[config.mk]
export PLATFORM = sky130hd
export DESIGN_NAME = wavetimer8
export DESIGN_NICKNAME = d
export VERILOG_FILES = /design/src/rtl/wtmr_pkg.sv /design/src/rtl/wtmr_regif.sv /design/src/rtl/wtmr_seq.sv /design/src/rtl/wtmr_chan.sv /design/src/rtl/wavetimer8.sv
export SDC_FILE = /design/constraint.sdc
export NUM_CORES = 1
export LEC_CHECK = 0
export ABC_AREA = 1
export BUFFER_PORTS_ARGS = -buffer_cell sky130_fd_sc_hd__clkbuf_2
export CAP_MARGIN = 0
export CORE_ASPECT_RATIO = 1.75
export CORE_MARGIN = 2
export CORE_UTILIZATION = 55
export DETAILED_ROUTE_END_ITERATION = 10
export PLACE_DENSITY = 0.77
export SLEW_MARGIN = 20
export SYNTH_ARGS = -nofsm -noshare
export SYNTH_HDL_FRONTEND = slang
export SYNTH_HIERARCHICAL = 1
export SYNTH_SLANG_ARGS = --single-unit
[constraint.sdc]
create_clock -name clk -period 1.8 [get_ports clk]
set_input_delay 0.27 -clock clk [delete_from_list [all_inputs] [get_ports clk]]
set_output_delay 0.27 -clock clk [all_outputs]
set_load 0.05 [all_outputs]
[src/rtl/wtmr_pkg.sv]
package wtmr_pkg;

  localparam int unsigned MODE_W = 3;
  localparam int unsigned ACT_W  = 2;
  localparam int unsigned ADDR_W = 2;

  localparam logic [ADDR_W-1:0] ADDR_CTRL = 2'd0;
  localparam logic [ADDR_W-1:0] ADDR_CMPA = 2'd1;
  localparam logic [ADDR_W-1:0] ADDR_CMPB = 2'd2;
  localparam logic [ADDR_W-1:0] ADDR_CMD  = 2'd3;

  localparam int unsigned CMD_CLR_OVF = 0;
  localparam int unsigned CMD_CLR_CH0 = 1;
  localparam int unsigned CMD_FRC_CH0 = 4;

  localparam int unsigned CTRL_ACT_LSB = 3;

  typedef enum logic [MODE_W-1:0] {
    MODE_FREE    = 3'd0,
    MODE_DUAL_FF = 3'd1,
    MODE_CTC     = 3'd2,
    MODE_FAST_FF = 3'd3,
    MODE_RSV_A   = 3'd4,
    MODE_DUAL_A  = 3'd5,
    MODE_RSV_B   = 3'd6,
    MODE_FAST_A  = 3'd7
  } tmr_mode_e;

  typedef struct packed {
    logic rsv;
    logic nonpwm;
    logic fast;
    logic dual;
    logic top_is_a;
    logic ovf_at_top;
  } mode_attr_t;

  function automatic mode_attr_t decode_mode(logic [MODE_W-1:0] code);
    mode_attr_t a;
    a = '0;
    case (tmr_mode_e'(code))
      MODE_FREE:    a.nonpwm = 1'b1;
      MODE_CTC:     begin a.nonpwm = 1'b1; a.top_is_a = 1'b1; end
      MODE_FAST_FF: a.fast = 1'b1;
      MODE_FAST_A:  begin a.fast = 1'b1; a.top_is_a = 1'b1; a.ovf_at_top = 1'b1; end
      MODE_DUAL_FF: a.dual = 1'b1;
      MODE_DUAL_A:  begin a.dual = 1'b1; a.top_is_a = 1'b1; end
      default:      a.rsv = 1'b1;
    endcase
    return a;
  endfunction

endpackage

[src/rtl/wtmr_regif.sv]
module wtmr_regif
  import wtmr_pkg::*;
#(
  parameter int unsigned DW     = 8,
  parameter int unsigned NUM_CH = 2
) (
  input  logic                          clk,
  input  logic                          rst_n,
  input  logic                          wr_en,
  input  logic [ADDR_W-1:0]             wr_addr,
  input  logic [DW-1:0]                 wr_data,
  output logic [MODE_W-1:0]             mode_q,
  output logic [NUM_CH-1:0][ACT_W-1:0]  act_q,
  output logic [NUM_CH-1:0]             buf_we,
  output logic [NUM_CH-1:0]             force_p,
  output logic [NUM_CH-1:0]             flag_clr,
  output logic                          ovf_clr
);

  logic                         ctrl_we;
  logic                         cmd_we;
  logic [MODE_W-1:0]            mode_d;
  logic [NUM_CH-1:0][ACT_W-1:0] act_d;

  assign ctrl_we = wr_en && (wr_addr == ADDR_CTRL);
  assign cmd_we  = wr_en && (wr_addr == ADDR_CMD);
  assign ovf_clr = cmd_we && wr_data[CMD_CLR_OVF];

  for (genvar c = 0; c < NUM_CH; c++) begin : g_ch
    assign buf_we[c]   = wr_en && (wr_addr == ADDR_W'(ADDR_CMPA + c));
    assign force_p[c]  = cmd_we && wr_data[CMD_FRC_CH0 + c];
    assign flag_clr[c] = cmd_we && wr_data[CMD_CLR_CH0 + c];
  end

  always_comb begin
    mode_d = mode_q;
    act_d  = act_q;
    if (ctrl_we) begin
      mode_d = wr_data[MODE_W-1:0];
      for (int c = 0; c < NUM_CH; c++) begin
        act_d[c] = wr_data[CTRL_ACT_LSB + ACT_W*c +: ACT_W];
      end
    end
  end

  always_ff @(posedge clk or negedge rst_n) begin
    if (!rst_n) begin
      mode_q <= '0;
      act_q  <= '0;
    end else if (ctrl_we) begin
      mode_q <= mode_d;
      act_q  <= act_d;
    end
  end

endmodule

[src/rtl/wtmr_seq.sv]
module wtmr_seq
  import wtmr_pkg::*;
#(
  parameter int unsigned CW = 8
) (
  input  logic          clk,
  input  logic          rst_n,
  input  mode_attr_t    attr,
  input  logic [CW-1:0] top_val,
  input  logic          ovf_clr,
  output logic [CW-1:0] cnt_q,
  output logic          up_q,
  output logic          at_top,
  output logic          copy_evt,
  output logic          ovf_q
);

  localparam logic [CW-1:0] CNT_MAX = '1;
  localparam logic [CW-1:0] CNT_ONE = CW'(1);

  logic [CW-1:0] cnt_d;
  logic          up_d;
  logic          ovf_evt;
  logic          ovf_d;
  logic          at_bot;
  logic          run_en;

  assign at_top = (cnt_q == top_val);
  assign at_bot = (cnt_q == '0);
  assign run_en = !attr.rsv;

  always_comb begin
    copy_evt = 1'b0;
    if (attr.fast) copy_evt = at_top;
    if (attr.dual) copy_evt = up_q && at_top;
  end

  always_comb begin
    ovf_evt = 1'b0;
    if (attr.nonpwm || attr.fast) begin
      ovf_evt = attr.ovf_at_top ? at_top : (cnt_q == CNT_MAX);
    end else if (attr.dual) begin
      ovf_evt = !up_q && at_bot;
    end
  end

  always_comb begin
    cnt_d = cnt_q;
    up_d  = up_q;
    if (attr.dual) begin
      if (up_q) begin
        if (at_top) begin
          up_d  = 1'b0;
          cnt_d = at_bot ? '0 : cnt_q - CNT_ONE;
        end else begin
          cnt_d = cnt_q + CNT_ONE;
        end
      end else begin
        if (at_bot) begin
          up_d  = 1'b1;
          cnt_d = at_top ? '0 : CNT_ONE;
        end else begin
          cnt_d = cnt_q - CNT_ONE;
        end
      end
    end else begin
      up_d  = 1'b1;
      cnt_d = at_top ? '0 : cnt_q + CNT_ONE;
    end
  end

  assign ovf_d = ovf_evt || (ovf_q && !ovf_clr);

  always_ff @(posedge clk or negedge rst_n) begin
    if (!rst_n) begin
      cnt_q <= '0;
      up_q  <= 1'b1;
    end else if (run_en) begin
      cnt_q <= cnt_d;
      up_q  <= up_d;
    end
  end

  always_ff @(posedge clk or negedge rst_n) begin
    if (!rst_n) begin
      ovf_q <= 1'b0;
    end else begin
      ovf_q <= ovf_d;
    end
  end

endmodule

[src/rtl/wtmr_chan.sv]
module wtmr_chan
  import wtmr_pkg::*;
#(
  parameter int unsigned CW = 8
) (
  input  logic             clk,
  input  logic             rst_n,
  input  mode_attr_t       attr,
  input  logic [CW-1:0]    cnt,
  input  logic             up,
  input  logic             at_top,
  input  logic             copy_evt,
  input  logic             buf_we,
  input  logic [CW-1:0]    buf_wdata,
  input  logic [ACT_W-1:0] act,
  input  logic             force_p,
  input  logic             flag_clr,
  output logic [CW-1:0]    cmp_act_q,
  output logic             wave_q,
  output logic             flag_q
);

  logic [CW-1:0] buf_q;
  logic [CW-1:0] buf_d;
  logic [CW-1:0] cmp_d;
  logic          match;
  logic          wave_d;
  logic          flag_d;
  logic          hit;

  assign match = (cnt == cmp_act_q);
  assign buf_d = buf_we ? buf_wdata : buf_q;

  always_comb begin
    cmp_d = cmp_act_q;
    if (attr.nonpwm)  cmp_d = buf_d;
    else if (copy_evt) cmp_d = buf_q;
  end

  assign hit = match || (force_p && attr.nonpwm);

  always_comb begin
    wave_d = wave_q;
    if (attr.nonpwm) begin
      if (hit) begin
        case (act)
          2'b01:   wave_d = !wave_q;
          2'b10:   wave_d = 1'b0;
          2'b11:   wave_d = 1'b1;
          default: wave_d = wave_q;
        endcase
      end
    end else if (attr.fast) begin
      if (act[1]) begin
        if (at_top)     wave_d = !act[0];
        else if (match) wave_d = act[0];
      end
    end else if (attr.dual) begin
      if (act[1] && match) wave_d = up ? act[0] : !act[0];
    end
  end

  assign flag_d = (match && !attr.rsv) || (flag_q && !flag_clr);

  always_ff @(posedge clk or negedge rst_n) begin
    if (!rst_n) begin
      buf_q <= '0;
    end else if (buf_we) begin
      buf_q <= buf_wdata;
    end
  end

  always_ff @(posedge clk or negedge rst_n) begin
    if (!rst_n) begin
      cmp_act_q <= '0;
      wave_q    <= 1'b0;
      flag_q    <= 1'b0;
    end else begin
      cmp_act_q <= cmp_d;
      wave_q    <= wave_d;
      flag_q    <= flag_d;
    end
  end

endmodule

[src/rtl/wavetimer8.sv]
module wavetimer8
  import wtmr_pkg::*;
#(
  parameter int unsigned CNT_W = 8
) (
  input  logic              clk,
  input  logic              rst_n,
  input  logic              wr_en,
  input  logic [ADDR_W-1:0] wr_addr,
  input  logic [CNT_W-1:0]  wr_data,
  output logic [CNT_W-1:0]  cnt_o,
  output logic              wave_a_o,
  output logic              wave_b_o,
  output logic              ovf_flag_o,
  output logic              cmpa_flag_o,
  output logic              cmpb_flag_o
);

  localparam int unsigned NUM_CH = 2;
  localparam int unsigned SYNC_N = 2;

  logic [SYNC_N-1:0]            rst_sync_q;
  logic                         rst_n_s;
  logic [MODE_W-1:0]            cur_mode;
  mode_attr_t                   attr;
  logic [NUM_CH-1:0][ACT_W-1:0] ch_act;
  logic [NUM_CH-1:0]            buf_we;
  logic [NUM_CH-1:0]            force_p;
  logic [NUM_CH-1:0]            flag_clr;
  logic                         ovf_clr;
  logic [NUM_CH-1:0][CNT_W-1:0] cmp_act;
  logic [NUM_CH-1:0]            wave;
  logic [NUM_CH-1:0]            flag;
  logic [CNT_W-1:0]             cnt;
  logic [CNT_W-1:0]             top_val;
  logic                         up;
  logic                         at_top;
  logic                         copy_evt;
  logic                         ovf;

  always_ff @(posedge clk or negedge rst_n) begin
    if (!rst_n) rst_sync_q <= '0;
    else        rst_sync_q <= {rst_sync_q[SYNC_N-2:0], 1'b1};
  end
  assign rst_n_s = rst_sync_q[SYNC_N-1];

  wtmr_regif #(.DW(CNT_W), .NUM_CH(NUM_CH)) u_regif (
    .clk      (clk),
    .rst_n    (rst_n_s),
    .wr_en    (wr_en),
    .wr_addr  (wr_addr),
    .wr_data  (wr_data),
    .mode_q   (cur_mode),
    .act_q    (ch_act),
    .buf_we   (buf_we),
    .force_p  (force_p),
    .flag_clr (flag_clr),
    .ovf_clr  (ovf_clr)
  );

  assign attr    = decode_mode(cur_mode);
  assign top_val = attr.top_is_a ? cmp_act[0] : '1;

  wtmr_seq #(.CW(CNT_W)) u_seq (
    .clk      (clk),
    .rst_n    (rst_n_s),
    .attr     (attr),
    .top_val  (top_val),
    .ovf_clr  (ovf_clr),
    .cnt_q    (cnt),
    .up_q     (up),
    .at_top   (at_top),
    .copy_evt (copy_evt),
    .ovf_q    (ovf)
  );

  for (genvar c = 0; c < NUM_CH; c++) begin : g_chan
    wtmr_chan #(.CW(CNT_W)) u_chan (
      .clk       (clk),
      .rst_n     (rst_n_s),
      .attr      (attr),
      .cnt       (cnt),
      .up        (up),
      .at_top    (at_top),
      .copy_evt  (copy_evt),
      .buf_we    (buf_we[c]),
      .buf_wdata (wr_data),
      .act       (ch_act[c]),
      .force_p   (force_p[c]),
      .flag_clr  (flag_clr[c]),
      .cmp_act_q (cmp_act[c]),
      .wave_q    (wave[c]),
      .flag_q    (flag[c])
    );
  end

  assign cnt_o       = cnt;
  assign wave_a_o    = wave[0];
  assign wave_b_o    = wave[1];
  assign ovf_flag_o  = ovf;
  assign cmpa_flag_o = flag[0];
  assign cmpb_flag_o = flag[1];

endmodule

==> out/metrics.cfg <==
[timing]
period_minus_slack_ns=1.975
fin_skew_ns=0.01206
rsz0062_at_grt=yes
clock.fmax_mhz=506.2
final_hold_viol_count=0
finalSetupTns_ns=-2.852
fin_crit_sh=1.097
setup_viol=26
slew_violations=0
fin_ws_ns=-0.1755
max_slew_margin=0.6613
tightest_slew_ns=0.5075

[route]
vias=3446
drt-total-wl_um=9337
routedWlPerCell_um=14.34
drc=0
vias_per_cell=5.293
drtIter0Drc=195
final_antenna_net_count=0
dr.pass1.iters=4

[floorplan]
die_w_um=64.89
coreArea_um2=6228
rows=38
fp.dieH_um=110.6
io_pins=26
dieArea_um2=7174
start_util=0.5729

[min_path]
hold_path_end=g_chan[1].u_chan/buf_q[7]$_DFF_PN0_
min_path_type=input pin to flip-flop
hold_start=wr_data[7]
hold_depth=3

[setup_path]
critical_path_arrival_ns=2.21
worstPathCellList=inv_2 -> nand2_4 -> nand2_8 -> nand3_2 -> inv_1 -> nand2_1 -> nand2_1 -> nand2_2 -> nor2_4 -> nand2_4 -> nor2_4 -> buf_6 -> nand3_2 -> o211ai_1
cp-start-kind=flip-flop
worst-setup-path-type=flip-flop to flip-flop
cp-startpoint=u_regif/mode_q[0]$_DFFE_PN0P_
critical-path-max-stage-delay_ns=0.40
cp_num_cells=14
reg2reg_depth=14
r2r_setup_slack_ns=-0.18
crit_path_top_delay_cell=dfrtp_1
worstReg2RegStart=u_regif/mode_q[0]$_DFFE_PN0P_
critical_path.max_fanout=8
critical_path_required_ns=2.03
worst_r2r_endpoint=g_chan[1].u_chan/cmp_act_q[6]$_DFFE_PN0P_
crit_family=simple AND/OR/NAND/NOR gates
worst-path-buf-inv=3
worstSetupEndpointType=flip-flop

[layout]
finalInstanceArea_um2=4393
final_nets=586
layout-drive-gt1-share=0.2977
syn_to_final_growth_pct=23.11
fin_cells=651
antenna_cells=0

[power]
total_power_mw=6.381
ir_worst_vdd_v=0.0006777
p_leak_nw=2.227
p_per_area_nw_per_um2=1453

[clocking]
root_buffer=clkbuf_8
cts_tree=done
cts_made_buffers=5
cts_buffer_depth=2
clock_latency_ns=0.32
post_cts_buffers=0
clkTransAtPathRegs_ns=0.11
htree_num_levels=2
cts_sinks=55

[grt]
grt_pass1_vias=3415
overflow=0
antenna_found_initial=0
grt_start_max_net_pins=54
grtUsageTotal=0.2741
grt_first_pass_wirelength_um=15520

[placed_design]
dpl_cell_area_um2=4044
port_buffers=25
post-dp-hpwl_um=6815
placed_cells=643
place.gp.congestion=0.8916
dp_worst_setup_slack_ns=-0.1222

[outcome]
status=finished, violations left
violations=negative setup slack

[flow_run]
drv_cap=0

[yosys]
synth_fp_nets=531
yosys_warnings=6
postSynthCellCount=515
syn_avg_cell_area_um2=6.929
netlist_area_um2=3568

[power by group]
| part | internal, mW | total [mW] | switching, mW | leakage [nW] |
|---|---|---|---|---|
| registers | 1.63 | 2.08 | 0.456 | 0.664 |
| clock network | 0.287 | 0.741 | 0.454 | 0.0463 |
| logic | 1.29 | 3.56 | 2.26 | 1.52 |
[layout by cell type, fill, tap and decap left out, types with 2 or more instances in the layout]
cell,instances
inv_1,75
inv_2,21
nand2_1,138
xnor2_1,7
nand2_4,4
o22ai_1,2
nand2_2,10
nand2_8,2
dfrtp_1,45
o21ai_0,19
nand3_1,31
nor2_1,35
nand3_2,26
a21oi_1,4
clkbuf_2,25
xor2_1,10
o211ai_1,17
buf_4,31
dfrtp_2,9
ha_1,3
or2_4,2
nor2_4,5
buf_6,2
xnor2_2,2
o21ai_2,3
nand4_1,2
nor3_1,2
clkbuf_8,5
a21oi_2,7
nand3_4,3
o21ai_1,6
nor2_2,6
[flip-flops by register name (all words and copies together), names as in the netlist]
signal and flops:
g_chan.u_chan/buf_q 16, g_chan.u_chan/cmp_act_q 16, u_seq/cnt_q 8, u_regif/act_q 4
u_regif/mode_q 3, g_chan.u_chan/flag_q 2, g_chan.u_chan/wave_q 2, rst_sync_q 2
u_seq/ovf_q 1, u_seq/up_q 1
[routing by layer]
metal,GRT usage,up-vias,part of all wire
met5,0,-,0
met4,0.1291,0,0.045
met3,0.03462,29,0.033
met2,0.4893,87,0.54
met1,0.3137,1611,0.38
li1,-,1719,-
[worst max path at each step]
| stage | slack [ns] | end |
|---|---|---|
| 6_report | -0.18 | g_chan[1].u_chan/cmp_act_q[6]$_DFFE_PN0P_ |
| 5_1_grt | -0.30 | g_chan[0].u_chan/wave_q$_DFFE_PN0P_ |
| 4_1_cts | -0.06 | g_chan[0].u_chan/wave_q$_DFFE_PN0P_ |
| 3_5_place_dp | -0.12 | g_chan[0].u_chan/wave_q$_DFFE_PN0P_ |
| 3_3_place_gp | -0.05 | g_chan[1].u_chan/wave_q$_DFFE_PN0P_ |
| 2_1_floorplan | -0.11 | g_chan[1].u_chan/cmp_act_q[0]$_DFFE_PN0P_ |
[through the flow]
step / util / hold slack, ns
6_report: 0.7053 / 0.2184
5_1_grt: 0.7053 / 0.2286
4_1_cts: 0.6732 / 0.2172
3_5_place_dp: 0.6493 / 0.05626
3_3_place_gp: 0.6493 / 0.05493
2_1_floorplan: - / -0.02559
[repair_timing]
item | in CTS | in global routing
endpoints found under the hold margin | 2 | 0
pin swaps | 2 | 49
endpoints found under the setup margin | 25 | 28
resized for setup | 17 | 46
hold buffers | 1 | 0
[layout make-up]
type                    count  area, um^2
multi-input cells         351        2031
fillers                   494        1836
flip-flops and latches     55        1389
repair buffers             60       410.4
inverters                  97       366.6
well taps                  80       100.1
clock buffers               5       68.82
clock inverters             3       27.53
[tightest hold or removal path, delay by kind of cell]
kind	cells	cell delay (ns)
buffers and inverters	1	0.10
AOI/OAI and AO/OA	1	0.08
and+or+nand+nor	1	0.05
(Power assumes the default switching activity.)
